$ cat config.mk
export PLATFORM = sky130hd
export DESIGN_NAME = eoi_storm_throttler
export DESIGN_NICKNAME = d
export VERILOG_FILES = /design/src/rtl/eoi_thr_pkg.sv /design/src/rtl/eoi_thr_pin.sv /design/src/rtl/eoi_thr_pick.sv /design/src/rtl/eoi_thr_delay.sv /design/src/rtl/eoi_storm_throttler.sv
export SDC_FILE = /design/constraint.sdc
export NUM_CORES = 1
export LEC_CHECK = 0
export CAP_MARGIN = 25
export CORE_ASPECT_RATIO = 2
export CORE_MARGIN = 4
export CORE_UTILIZATION = 35
export CTS_CLUSTER_DIAMETER = 80
export DETAILED_ROUTE_END_ITERATION = 16
export GPL_TIMING_DRIVEN = 0
export PLACE_DENSITY = 0.49
export SYNTH_ARGS = -nofsm -noshare
export SYNTH_HDL_FRONTEND = slang
export SYNTH_SLANG_ARGS = --single-unit
$ cat constraint.sdc
create_clock -name clk -period 2.8 [get_ports clk]
set_input_delay 0.56 -clock clk [delete_from_list [all_inputs] [get_ports clk]]
set_output_delay 0.56 -clock clk [all_outputs]
set_load 0.005 [all_outputs]
$ cat src/rtl/eoi_thr_pkg.sv
package eoi_thr_pkg;

  typedef enum logic {
    TRIG_EDGE  = 1'b0,
    TRIG_LEVEL = 1'b1
  } trig_e;

  // upper three bits of an entry, above the vector field
  typedef struct packed {
    logic  rirr;
    logic  masked;
    trig_e trig;
  } pin_ctl_t;

endpackage

$ cat src/rtl/eoi_thr_pin.sv
module eoi_thr_pin
  import eoi_thr_pkg::*;
#(
  parameter int VEC_W     = 8,
  parameter int STORM_MAX = 4
) (
  input  logic             clk,
  input  logic             rst_n,
  input  logic             pin_in,
  input  logic             wr_hit,
  input  logic [VEC_W-1:0] wr_vec,
  input  logic             wr_masked,
  input  trig_e            wr_trig,
  input  logic             eoi_valid,
  input  logic [VEC_W-1:0] eoi_vector,
  input  logic             load,
  input  logic             svc_all,
  output logic [VEC_W-1:0] vec_q,
  output pin_ctl_t         ctl_q,
  output logic             elig,
  output logic             svc_q,
  output logic             delay_req
);
  localparam int CNT_W = $clog2(STORM_MAX + 1);

  logic             pin_prev;
  logic             irr_q;
  logic [CNT_W-1:0] cnt_q;
  logic             rise;
  logic             eoi_hit;
  logic             pend_ok;
  logic             storm_hit;
  logic             eoi_svc;

  assign rise      = pin_in & ~pin_prev;
  assign eoi_hit   = eoi_valid && (vec_q == eoi_vector) && (ctl_q.trig == TRIG_LEVEL);
  assign pend_ok   = irr_q & ~ctl_q.masked;
  assign storm_hit = eoi_hit && pend_ok && (cnt_q == CNT_W'(STORM_MAX - 1));
  assign eoi_svc   = eoi_hit && pend_ok && !storm_hit;
  assign delay_req = storm_hit;
  assign elig      = irr_q & ~ctl_q.masked & ~((ctl_q.trig == TRIG_LEVEL) & ctl_q.rirr);

  // request bit: follows the level, or latches an edge until delivered
  always_ff @(posedge clk) begin
    if (!rst_n) begin
      pin_prev <= 1'b0;
      irr_q    <= 1'b0;
    end else begin
      pin_prev <= pin_in;
      if (ctl_q.trig == TRIG_LEVEL) irr_q <= pin_in;
      else                          irr_q <= (irr_q & ~load) | rise;
    end
  end

  // successive redelivery counter
  always_ff @(posedge clk) begin
    if (!rst_n)       cnt_q <= '0;
    else if (wr_hit)  cnt_q <= '0;
    else if (eoi_hit) begin
      if (!pend_ok || storm_hit) cnt_q <= '0;
      else                       cnt_q <= cnt_q + CNT_W'(1);
    end
  end

  // entry fields and remote-IRR
  always_ff @(posedge clk) begin
    if (!rst_n) begin
      vec_q        <= '0;
      ctl_q.masked <= 1'b1;
      ctl_q.trig   <= TRIG_EDGE;
      ctl_q.rirr   <= 1'b0;
    end else begin
      if (wr_hit) begin
        vec_q        <= wr_vec;
        ctl_q.masked <= wr_masked;
        ctl_q.trig   <= wr_trig;
      end
      if (wr_hit && wr_trig == TRIG_EDGE)         ctl_q.rirr <= 1'b0;
      else if (load && ctl_q.trig == TRIG_LEVEL)  ctl_q.rirr <= 1'b1;
      else if (eoi_hit)                           ctl_q.rirr <= 1'b0;
    end
  end

  // service mark: dropped once delivered or found ineligible
  always_ff @(posedge clk) begin
    if (!rst_n) svc_q <= 1'b0;
    else        svc_q <= (svc_q & elig & ~load) | rise | eoi_svc | svc_all;
  end

endmodule

$ cat src/rtl/eoi_thr_pick.sv
module eoi_thr_pick #(
  parameter int N     = 8,
  parameter int PIN_W = 3
) (
  input  logic [N-1:0]     req,
  output logic [N-1:0]     gnt,
  output logic             any,
  output logic [PIN_W-1:0] idx
);
  always_comb begin
    gnt = '0;
    any = 1'b0;
    idx = '0;
    for (int i = 0; i < N; i++) begin
      if (req[i] && !any) begin
        gnt[i] = 1'b1;
        any    = 1'b1;
        idx    = PIN_W'(i);
      end
    end
  end
endmodule

$ cat src/rtl/eoi_thr_delay.sv
module eoi_thr_delay #(
  parameter int DELAY_CYCLES = 2000000,
  localparam int TMR_W = $clog2(DELAY_CYCLES + 1)
) (
  input  logic             clk,
  input  logic             rst_n,
  input  logic             arm_req,
  output logic             expire,
  output logic             armed,
  output logic [TMR_W-1:0] cnt
);
  assign expire = armed && (cnt == '0);

  always_ff @(posedge clk) begin
    if (!rst_n) begin
      armed <= 1'b0;
      cnt   <= '0;
    end else if (expire) begin
      armed <= arm_req;
      cnt   <= TMR_W'(DELAY_CYCLES - 1);
    end else if (armed) begin
      cnt   <= cnt - TMR_W'(1);
    end else if (arm_req) begin
      armed <= 1'b1;
      cnt   <= TMR_W'(DELAY_CYCLES - 1);
    end
  end
endmodule

$ cat src/rtl/eoi_storm_throttler.sv
module eoi_storm_throttler
  import eoi_thr_pkg::*;
#(
  parameter int NUM_PINS     = 8,
  parameter int VEC_W        = 8,
  parameter int STORM_MAX    = 4,
  parameter int DELAY_CYCLES = 2000000,
  localparam int PIN_W   = (NUM_PINS > 1) ? $clog2(NUM_PINS) : 1,
  localparam int ENTRY_W = VEC_W + 3
) (
  input  logic                clk,
  input  logic                rst_n,
  input  logic [NUM_PINS-1:0] irq_pins,
  input  logic                wr_en,
  input  logic [PIN_W-1:0]    wr_pin,
  input  logic [ENTRY_W-1:0]  wr_data,
  input  logic                eoi_valid,
  input  logic [VEC_W-1:0]    eoi_vector,
  input  logic [PIN_W-1:0]    rd_pin,
  output logic [ENTRY_W-1:0]  rd_entry,
  output logic                deliver_valid,
  input  logic                deliver_ready,
  output logic [PIN_W-1:0]    deliver_pin,
  output logic [VEC_W-1:0]    deliver_vector
);
  localparam int TMR_W = $clog2(DELAY_CYCLES + 1);

  logic [VEC_W-1:0]          vec_arr [NUM_PINS];
  pin_ctl_t                  ctl_arr [NUM_PINS];
  logic [NUM_PINS-1:0]       elig_vec;
  logic [NUM_PINS-1:0]       svc_vec;
  logic [NUM_PINS-1:0]       delay_vec;
  logic [NUM_PINS-1:0]       cand_vec;
  logic [NUM_PINS-1:0]       pick_vec;
  logic [NUM_PINS-1:0]       grant_vec;
  logic [NUM_PINS-1:0]       rirr_vec;
  logic [NUM_PINS-1:0]       level_vec;
  logic [NUM_PINS*VEC_W-1:0] vec_flat;
  logic                      pick_any;
  logic [PIN_W-1:0]          pick_idx;
  logic                      can_load;
  logic                      tmr_expire;
  logic                      tmr_armed;
  logic [TMR_W-1:0]          tmr_cnt;
  logic                      svc_all;

  assign svc_all = wr_en | tmr_expire;

  for (genvar n = 0; n < NUM_PINS; n++) begin : g_pin
    eoi_thr_pin #(
      .VEC_W     (VEC_W),
      .STORM_MAX (STORM_MAX)
    ) u_pin (
      .clk        (clk),
      .rst_n      (rst_n),
      .pin_in     (irq_pins[n]),
      .wr_hit     (wr_en && (wr_pin == PIN_W'(n))),
      .wr_vec     (wr_data[VEC_W-1:0]),
      .wr_masked  (wr_data[VEC_W+1]),
      .wr_trig    (trig_e'(wr_data[VEC_W])),
      .eoi_valid  (eoi_valid),
      .eoi_vector (eoi_vector),
      .load       (grant_vec[n]),
      .svc_all    (svc_all),
      .vec_q      (vec_arr[n]),
      .ctl_q      (ctl_arr[n]),
      .elig       (elig_vec[n]),
      .svc_q      (svc_vec[n]),
      .delay_req  (delay_vec[n])
    );
    assign rirr_vec[n]                  = ctl_arr[n].rirr;
    assign level_vec[n]                 = (ctl_arr[n].trig == TRIG_LEVEL);
    assign vec_flat[n*VEC_W +: VEC_W]   = vec_arr[n];
  end

  assign cand_vec = svc_vec & elig_vec;

  eoi_thr_pick #(
    .N     (NUM_PINS),
    .PIN_W (PIN_W)
  ) u_pick (
    .req (cand_vec),
    .gnt (pick_vec),
    .any (pick_any),
    .idx (pick_idx)
  );

  eoi_thr_delay #(
    .DELAY_CYCLES (DELAY_CYCLES)
  ) u_delay (
    .clk     (clk),
    .rst_n   (rst_n),
    .arm_req (|delay_vec),
    .expire  (tmr_expire),
    .armed   (tmr_armed),
    .cnt     (tmr_cnt)
  );

  // output register: a delivery is committed when loaded
  assign can_load  = ~deliver_valid | deliver_ready;
  assign grant_vec = can_load ? pick_vec : '0;

  always_ff @(posedge clk) begin
    if (!rst_n) begin
      deliver_valid  <= 1'b0;
      deliver_pin    <= '0;
      deliver_vector <= '0;
    end else if (can_load) begin
      deliver_valid <= pick_any;
      if (pick_any) begin
        deliver_pin    <= pick_idx;
        deliver_vector <= vec_arr[pick_idx];
      end
    end
  end

  assign rd_entry = {ctl_arr[rd_pin], vec_arr[rd_pin]};

endmodule

# Word level (Yosys, flattened, before mapping)
# Index checks and enable logic that the tools add are counted.
# totals
register_bits	170
latchBits	0
mem_bits_rw	0
rom_bits	0
input_bits	38
out_inout_bits	23
wordCells	436
memories	0
# classes
n_addsub	9
mul	0
div_mod_pow	0
magnitude_cmp	2
n_eq_ne	23
shifts	0
muxes	70
bitwise	128
n_reduce_logical	134
# ops
operator	n
1-bit logical AND	72
8-bit == test	8
21-bit 2-to-1 mux	3
1-bit AND	56
8-bit binary-select mux with 3-bit select	2
1-bit 2-to-1 mux	43
3-bit 2-to-1 mux	14
8-bit 2-to-1 mux	5
1-bit NOT	35
1-bit bitwise OR	34
2-bit OR reduction	17
3-bit by 2-bit == test with 1-bit output, second input constant	10
3-bit by 1-bit adder with 3-bit output, second input constant	8
1-bit zero test	23
21-bit zero test	1
21-bit by 1-bit subtractor with 21-bit output, second input constant	1
2-bit nonzero test	9
3-bit == test, second input constant	4
3-bit binary-select mux with 3-bit select	1
8-bit AND	1
4-bit greater-or-equal comparator, second input constant	2
1-bit logical OR	8
3-bit NOT with 4-bit output	2
8-bit OR reduction	1
other kinds (5)	6

# Logic depth before layout (Yosys ltp)
# Gate-level depths: netlist of the first run.
# logic_depth
word_depth	32
depth_mapped	9
ltp_nobuf	9

# Hierarchy
# Synthesis of the first run repeated with hierarchy kept, for this count alone.
# unflattened
cells_unflattened	1045
area_unflattened_um2	9791.9
# by_module_without_submodules
module	n_inst	cells_each	area_each_um2	seq_area_each_um2
eoi_thr_pin	8	85	817.0	340.3
eoi_storm_throttler	1	184	1855.5	240.2
eoi_thr_delay	1	159	1249.9	440.4
eoi_thr_pick	1	22	150.1	0.0

# Least setup slack after synthesis of the first run
# Ideal clock, no wire load.
# synth_timing
path_type	reg-to-reg
startpoint	register u_delay.cnt[0]
endpoint	register u_delay.cnt[2]
arrival_time_ns	2.523
required_time_ns	2.740
setup_slack_ns	0.216
path_stages_with_launch	9
path_buffers	0
synth_period_minus_slack_ns	2.584
cell_sequence	dfxtp_1 > inv_1 > ha_1 > or3b_2 > or3_1 > or4_4 > o41a_4 > nand3_1 > o2111a_1
# synth_between
elab_chain_cells	3
word_cells_on_any_way	6
cone_classes	1 x add/sub; 2 x mux; 3 x reduce/logical
# synth_lines
element	line	source
start: declaration	eoi_thr_delay.sv:10	output logic [TMR_W-1:0] cnt
start signal: assignment	eoi_thr_delay.sv:20	cnt <= TMR_W'(DELAY_CYCLES - 1);
start signal: assignment	eoi_thr_delay.sv:22	cnt <= cnt - TMR_W'(1);
start signal: assignment	eoi_thr_delay.sv:25	cnt <= TMR_W'(DELAY_CYCLES - 1);
21-bit by 1-bit subtractor with 21-bit output or 21-bit zero test (tied branches)	eoi_thr_delay.sv:22, eoi_thr_delay.sv:12	
21-bit 2-to-1 mux or 1-bit logical AND (tied branches)	eoi_thr_delay.sv:21, eoi_thr_delay.sv:12	
21-bit 2-to-1 mux or 3-bit nonzero test (tied branches)	--	
# Parallel ways exist; a longest one is shown, timed or not.
# A chain may end at the register's enable or synchronous reset.

# Worst setup path in the final report of the first run
# layout_timing
startpoint	input rd_pin[1]
endpoint	output rd_entry[6]
# layout_between
elab_chain_cells	4
# layout_lines
element	line	source
start: declaration	eoi_storm_throttler.sv:19	input logic [PIN_W-1:0] rd_pin,
3-bit NOT with 4-bit output (implied by the code)	eoi_storm_throttler.sv:117	assign rd_entry = {ctl_arr[rd_pin], vec_arr[rd_pin]};
8-bit binary-select mux with 3-bit select	eoi_storm_throttler.sv:117	
8-bit 2-to-1 mux (implied by the code) (2 in series)	eoi_storm_throttler.sv:117	
end: declaration	eoi_storm_throttler.sv:20	output logic [ENTRY_W-1:0] rd_entry,
# No other way between the ends. The select of a mux whose other input is x is not followed.

==> flow_summary_export.csv, run 1 <==
group,metric,value,unit
pwr,finalPower,0.00539,W
setup_path,arrival,2.19,ns
timing,hold_violations,0,
yosys,syn-mean-instance-area,8.47,sq um
timing,max_freq,363,MHz
setup_path,crit_family,"buffers and inverters",
detailed_routing,vias_per_cell,5.46,
cells_and_area,final_area,0.0109,sq mm
cells_and_area,seqCellArea,0.00341,sq mm
floorplan,start_util,0.354,
run,maxCapViolCount,0,
detailed_routing,drtAntennaViolNets,0,
global_routing,grt_max_degree,17,
detailed_routing,routed.top_layer,"met4",
yosys,synth_edf_count,0,
floorplan,dieHeight,239,um
setup_path,r2r_slack,0.09,ns
global_routing,antenna_found_initial,0,
detailed_routing,avgRoutedWirePerCell,22.6,um
placed_design,io_buffers,39,
clocking,clock-sinks,170,
timing,tightest_slew,1.11,ns
setup_path,end_kind,"primary output",
timing,fin_crit,2.75,ns
clocking,clock_path_buffers,2,
clocking,insertion_delay,0.46,ns
setup_path,crit_chain,"clkdlybuf4s15_2 > buf_8 > mux4_2 > mux2_2 > clkdlybuf4s50_1",
global_routing,grt_overflow,0,
clocking,cts_hold_buf,0,
yosys,yosysWarnings,0,
setup_path,cp_max_fo,10,
placed_design,placed_cell_area,0.0102,sq mm
timing,slew_violations,0,
floorplan,fp.dieW,123,um
detailed_routing,drt_iter0_drc,506,
clocking,root_buffer,"clkbuf_16",
detailed_routing,wl,34500,um
pwr,cellPowerDensity,492,mW/mm^2
clocking,ctsHtreeMaxLevel,4,
pwr,swShare,0.255,
pwr,p_seq_frac,0.467,
timing,max_slew_margin,0.260,
global_routing,grt_first_pass_wirelength,51000,um
setup_path,required,2.24,ns
cells_and_area,multi_input_area,0.00564,sq mm
detailed_routing,dr_wl_met3,1410,um
clocking,clkTransAtPathRegs,0.06,ns
timing,skew,0.0111,ns
placed_design,routabilityCongestion,0.957,
pwr,p_leak,4.02,nW
setup_path,cp-start-kind,"input port",
cells_and_area,drive_above_1_share,0.104,
yosys,synthDistinctLibCells,56,
placed_design,hpwl,26700,um
detailed_routing,met1Wirelength,12400,um
yosys,synth-seq-cells,170,
pwr,p_switching,0.00138,W
detailed_routing,drc_errors,0,
yosys,syn_nets,1153,
setup_path,cp_num_buf_inv,3,
setup_path,slowest_stage,"clkdlybuf4s50_1",
pwr,combPwrFrac,0.095,
yosys,synthArstFlopShare,0,
detailed_routing,num_vias,8323,
yosys,syn_inst,1098,
run_status,status,"finished, final reports clean",
cells_and_area,nFillCells,2739,
hold_path,hold_path.class,"reg2reg",
pwr,irDropWorstVdd,0.453,mV
pwr,power.internal,0.00401,W
pwr,clkPwrFrac,0.438,
yosys,synth_flop_cell,"dfxtp_1",
detailed_routing,wl_met2,18300,um
cells_and_area,n_antenna_cell,0,
timing,setup_viol,0,
yosys,yosysSeqAreaShare,0.366,
global_routing,grtUsageTotal,0.240,
cells_and_area,syn_to_final_growth,17.7,%
detailed_routing,first_pass_iters,5,
global_routing,grt_pass1_vias,8399,
clocking,cts_made_buffers,17,
cells_and_area,layout.nets,1222,
setup_path,slowest_delay,0.45,ns
yosys,synth_area,0.00930,sq mm
floorplan,dieArea,0.0294,sq mm
timing,setup_slack,0.0462,ns
floorplan,io_pins,61,
setup_path,path_class,"in2out",
floorplan,core_area,0.0263,sq mm
clocking,cts_tree,"built",
placed_design,place_ws,-1.24,ns
timing,period_share,0.983,
floorplan,rows,84,
final timing paths:
kind | from | to | depth (start not counted)
max | rd_pin[1] | rd_entry[6] | 5
min | g_pin[7].u_pin.cnt_q[2]$_SDFFE_PP0P_ | g_pin[7].u_pin.cnt_q[2]$_SDFFE_PP0P_ | 2
max reg2reg | g_pin[2].u_pin.ctl_q[0]$_SDFFE_PN0P_ | deliver_vector[4]$_SDFFE_PN0P_ | 8
min reg2reg | g_pin[7].u_pin.cnt_q[2]$_SDFFE_PP0P_ | g_pin[7].u_pin.cnt_q[2]$_SDFFE_PP0P_ | 2
cells by family after synthesis:
family                     share of synthesized area
and+or+nand+nor                                0.241
adders and majority gates                     0.0229
muxes                                          0.101
DFF                                            0.366
AOI/OAI and AO/OA                              0.167
xor gates and xnor gates                      0.0640
buffers and inverters                         0.0379
cell usage after synthesis (6+ instances only):
cell	count	area, sq um
a211o_1	6	52.6
ha_1	17	213
dfxtp_1	170	3400
clkbuf_1	41	154
nand2b_1	14	87.6
a22oi_1	7	52.6
o22ai_1	7	43.8
nand4_1	9	56.3
o31a_1	6	52.6
a21oi_1	35	175
a21boi_0	81	608
mux2i_1	26	260
o21ai_0	20	100
nand3b_1	6	45.0
buf_2	9	45.0
mux4_2	22	495
nor2b_1	19	119
buf_1	11	41.3
nand2_1	220	826
nor2_1	57	214
mux2_2	16	180
o221ai_1	8	70.1
xnor2_1	31	272
nor3_1	23	115
and2_1	11	68.8
o2111a_1	9	101
xor2_1	37	324
nor4_1	11	68.8
inv_1	30	113
and3_1	11	68.8
or3_1	31	194
nand3_1	50	250
registers in the layout (all words and copies together) (netlist names), 8 cells and up:
register,flops
g_pin.u_pin.cnt_q,24
deliver_vector,8
g_pin.u_pin.svc_q,8
u_delay.cnt,21
g_pin.u_pin.ctl_q,24
g_pin.u_pin.pin_prev,8
g_pin.u_pin.irr_q,8
g_pin.u_pin.vec_q,64
layout by cell type, fill, tap and decap left out, types with 4 or more instances in the layout:
master,count
o22ai_1,6
and2_1,11
clkbuf_16,18
nand4_1,9
clkdlybuf4s50_1,34
buf_4,7
xnor2_1,31
buf_1,9
nand3b_1,6
mux2i_1,26
or4_4,4
clkbuf_1,40
mux2_2,16
a21boi_0,81
and3_1,11
nor4_1,11
a21o_1,4
o221ai_1,8
a32oi_1,5
or3_1,30
nor2b_1,19
o2111a_1,9
xor2_1,37
ha_1,16
inv_1,30
a21oi_1,35
nand2b_1,14
nand2_1,220
a22oi_1,7
dfxtp_1,168
a211o_1,6
mux4_2,22
clkbuf_8,6
buf_2,11
nand3_1,48
nor3b_1,4
o31a_1,6
nor3_1,21
o21ai_0,20
nor2_1,55
layer usage:
layer / vias up / GRT usage
li1: 4012 / -
met1: 3975 / 0.246
met2: 244 / 0.437
met3: 92 / 0.0414
met4: 0 / 0.151
met5: - / 0
metrics by stage:
stage	util	hold slack (ns)	cells	setup TNS, ns
6_report	0.417	0.449	1524	0
5_1_grt	0.417	0.470	1524	-0.00497
4_1_cts	0.413	0.453	1520	0
3_5_place_dp	0.387	0.445	1486	-33.97
3_3_place_gp	0.385	0.437	1481	-46.04
2_1_floorplan	-	0.424	1098	0
worst reg2reg max path, cell delays in order (launching register included):
cell and delay, ns:
dfxtp_1 0.48, nand2_1 0.11, nand3_1 0.29, nand2_1 0.26, o21ai_4 0.38, buf_4 0.31
mux2i_1 0.39, o221ai_1 0.15, a211o_1 0.24
what timing repair did:
action	in CTS	in global routing
buffers inserted	2	3
resized for setup	52	14
cloned	0	1
endpoints found under the setup margin	53	27
pin swaps	1	2
power groups by stage:
stage	Sequential, W	Combinational, W	Clock (W)
floorplan	0.00255	0.000299	0
global placement	0.00257	0.000489	0
detailed placement	0.00257	0.000494	0
CTS	0.00251	0.000505	0.00241
global route	0.00252	0.000546	0.00250
finish	0.00252	0.000513	0.00236
cell type report:
| class | instances | area share |
|---|---|---|
| Buffer | 61 | 0.0280 |
| Clock buffer | 27 | 0.0469 |
| Multi-Input combinational cell | 837 | 0.515 |
| Tap cell | 344 | 0.0393 |
| Sequential cell | 170 | 0.311 |
| Timing Repair Buffer | 50 | 0.0443 |
| Clock inverter | 5 | 0.00537 |
| Inverter | 30 | 0.0103 |
Note: power is estimated with default switching activity, not from simulation.
==> run 2: changes to the inputs <==
--- a/config.mk
+++ b/config.mk
@@ -5,7 +5,6 @@
 export SDC_FILE = /design/constraint.sdc
 export NUM_CORES = 1
 export LEC_CHECK = 0
-export CAP_MARGIN = 25
 export CORE_ASPECT_RATIO = 2
 export CORE_MARGIN = 4
 export CORE_UTILIZATION = 35
==> run 2 against run 1 <==
Compared with the run above:
- cell count fell by 0.79%
- power fell by 0.49%
- first-iteration DRC count fell by 32%
- critical endpoint is now rd_entry[4]
- clock skew fell by 0.0023 ns
- sequential power barely moved
- core utilization fell by 0.31 points
- highest routed layer unchanged
- global-route usage rose by 0.090 points
- non-clock buffer count fell by 8
- largest power group unchanged
- flip-flop and latch count did not move
- via count rose by 0.40%
==> flow_summary_export.csv, run 2 (synthesis gave the netlist of run 1 again) <==
group,metric,value,unit
clocking,clock-sinks,170,
floorplan,rows,84,
setup_path,r2r_slack,0.11,ns
detailed_routing,drc_errors,0,
setup_path,crit_chain,"clkdlybuf4s15_2 > clkbuf_8 > mux4_2 > mux2_2 > clkdlybuf4s50_1",
floorplan,start_util,0.354,
clocking,ctsHtreeMaxLevel,4,
floorplan,dieArea,0.0294,sq mm
cells_and_area,syn_to_final_growth,16.8,%
timing,fin_crit,2.77,ns
cells_and_area,final_common_cell,"nand2_1",
setup_path,cp_max_fo,10,
clocking,clock_path_buffers,2,
floorplan,io_pins,61,
cells_and_area,largest_reg_flops,64,
global_routing,grt_first_pass_wirelength,51000,um
floorplan,core_area,0.0263,sq mm
timing,slew_violations,0,
pwr,finalPower,0.00536,W
clocking,clkTransAtPathRegs,0.06,ns
timing,setup_viol,0,
pwr,combPwrFrac,0.094,
timing,max_freq,361,MHz
timing,setup_slack,0.0302,ns
setup_path,timing.rr.start,"g_pin[2].u_pin.ctl_q[0]$_SDFFE_PN0P_",
clocking,cts_tree,"built",
clocking,insertion_delay,0.46,ns
run_status,status,"finished, final reports clean",
setup_path,required,2.24,ns
placed_design,io_buffers,39,
global_routing,grt_max_degree,17,
detailed_routing,vias_per_cell,5.53,
detailed_routing,avgRoutedWirePerCell,22.7,um
clocking,cts_hold_buf,0,
pwr,swShare,0.249,
setup_path,regToRegEndpoint,"deliver_vector[4]$_SDFFE_PN0P_",
timing,tightest_slew,1.38,ns
global_routing,antenna_found_initial,0,
detailed_routing,drt_iter0_drc,344,
setup_path,slowest_delay,0.46,ns
hold_path,hold_depth,2,
pwr,p_leak,3.97,nW
pwr,cellPowerDensity,494,mW/mm^2
pwr,clkPwrFrac,0.437,
timing,hold_violations,0,
clocking,root_buffer,"clkbuf_16",
clocking,cts_made_buffers,17,
hold_path,min_to,"g_pin[7].u_pin.cnt_q[2]$_SDFFE_PP0P_",
cells_and_area,drive_above_1_share,0.0950,
setup_path,arrival,2.21,ns
hold_path,hold_path.class,"reg2reg",
hold_path,worstHoldStart,"g_pin[7].u_pin.cnt_q[2]$_SDFFE_PP0P_",
setup_path,end_kind,"primary output",
timing,skew,0.00884,ns
placed_design,hpwl,26600,um
cells_and_area,layout.nets,1214,
detailed_routing,drtAntennaViolNets,0,
global_routing,grtUsageTotal,0.240,
detailed_routing,wl,34300,um
pwr,irDropWorstVdd,0.458,mV
floorplan,dieHeight,239,um
timing,period_share,0.989,
cells_and_area,reg_top3,"g_pin.u_pin.vec_q (64), g_pin.u_pin.cnt_q (24), g_pin.u_pin.ctl_q (24)",
placed_design,place_ws,-1.45,ns
floorplan,fp.dieW,123,um
setup_path,cp-start-kind,"input port",
cells_and_area,n_antenna_cell,0,
detailed_routing,num_vias,8356,
detailed_routing,first_pass_iters,7,
cells_and_area,utilization,0.414,
run,maxCapViolCount,0,
timing,max_slew_margin,0.0758,
pwr,p_seq_frac,0.469,
global_routing,grt_pass1_vias,8501,
setup_path,reg2regPathDepth,8,
timing,rsz0062_at_grt,"no",
cells_and_area,final_cell_mix,"nand2_1 (220), dfxtp_1 (170), a21boi_0 (81), nor2_1 (55), nand3_1 (48)",
global_routing,grt_overflow,0,
setup_path,slowest_stage,"clkdlybuf4s50_1",
cells_and_area,regMostFlops,"g_pin.u_pin.vec_q",
placed_design,routabilityCongestion,0.957,
pwr,power.internal,0.00403,W
pwr,p_switching,0.00134,W
setup_path,path_class,"in2out",
-- run 2: cell count changes in the layout (fill, tap and decap cells not counted), sizes merged --
cell,delta
buf,-7
clkbuf,-3
clkdlybuf4s50,+2
clkinvlp,-2
dlygate4sd2,-2
bufinv,+1
clkinv,-1
-- run 2: cell type report --
type,count,area [sq um]
clock buffer,25,485
inverter,30,113
tap,344,430
clock inverter,3,65.1
timing repair buffer,42,414
multi-input combinational,837,5660
fill,2744,15400
sequential,170,3400
buffer,61,298
-- run 2: worst max-delay path, delay by kind of cell --
family	cells	cell delay, ns
buffers and inverters	3	0.95
muxes	2	0.68
-- run 2: through the flow --
stage	TNS, ns	instances	hold WS [ns]	area, sq um
6_report	0	1512	0.448	10900
3_5_place_dp	-46.44	1481	0.445	10100
2_1_floorplan	0	1098	0.424	9300
3_3_place_gp	-46.04	1481	0.437	10100
5_1_grt	0	1512	0.477	10900
4_1_cts	0	1511	0.453	10800
-- run 2: how the worst max path moves through the flow --
stage | startpoint | endpoint | slack, ns | cells past startpoint
after floorplan | u_delay.cnt[0]$_SDFFE_PN0P_ | u_delay.cnt[2]$_SDFFE_PN0P_ | 0.22 | 8
after global placement | eoi_valid | u_delay.cnt[15]$_SDFFE_PN0P_ | -1.45 | 8
after detailed placement | eoi_valid | u_delay.cnt[10]$_SDFFE_PN0P_ | -1.45 | 8
after CTS | g_pin[3].u_pin.ctl_q[1]$_SDFFE_PN1P_ | deliver_vector[2]$_SDFFE_PN0P_ | 0.0005 | 7
after global routing | rd_pin[0] | rd_entry[6] | 0.003 | 5
final | rd_pin[1] | rd_entry[4] | 0.03 | 5
-- run 2: power groups by stage --
stage,logic (W),registers (W),clock network (W)
after global placement,0.000489,0.00257,0
final,0.000502,0.00252,0.00235
after CTS,0.000503,0.00252,0.00240
after detailed placement,0.000491,0.00257,0
after global routing,0.000536,0.00252,0.00250
after floorplan,0.000299,0.00255,0
-- run 2: per-layer routing --
layer  share of wire  track usage  vias to the layer above
met5               0            0                        -
met4           0.075        0.164                        0
met3           0.040       0.0469                      111
met2            0.53        0.434                      266
met1            0.36        0.242                     3994
li1                -            -                     3985
-- run 2: what timing repair did --
item / in CTS / in global routing
gates resized for setup: 51 / 11
setup buffers: 2 / 1
cloned: 0 / 0
endpoints found under the setup margin: 54 / 27
pin swaps: 2 / 1
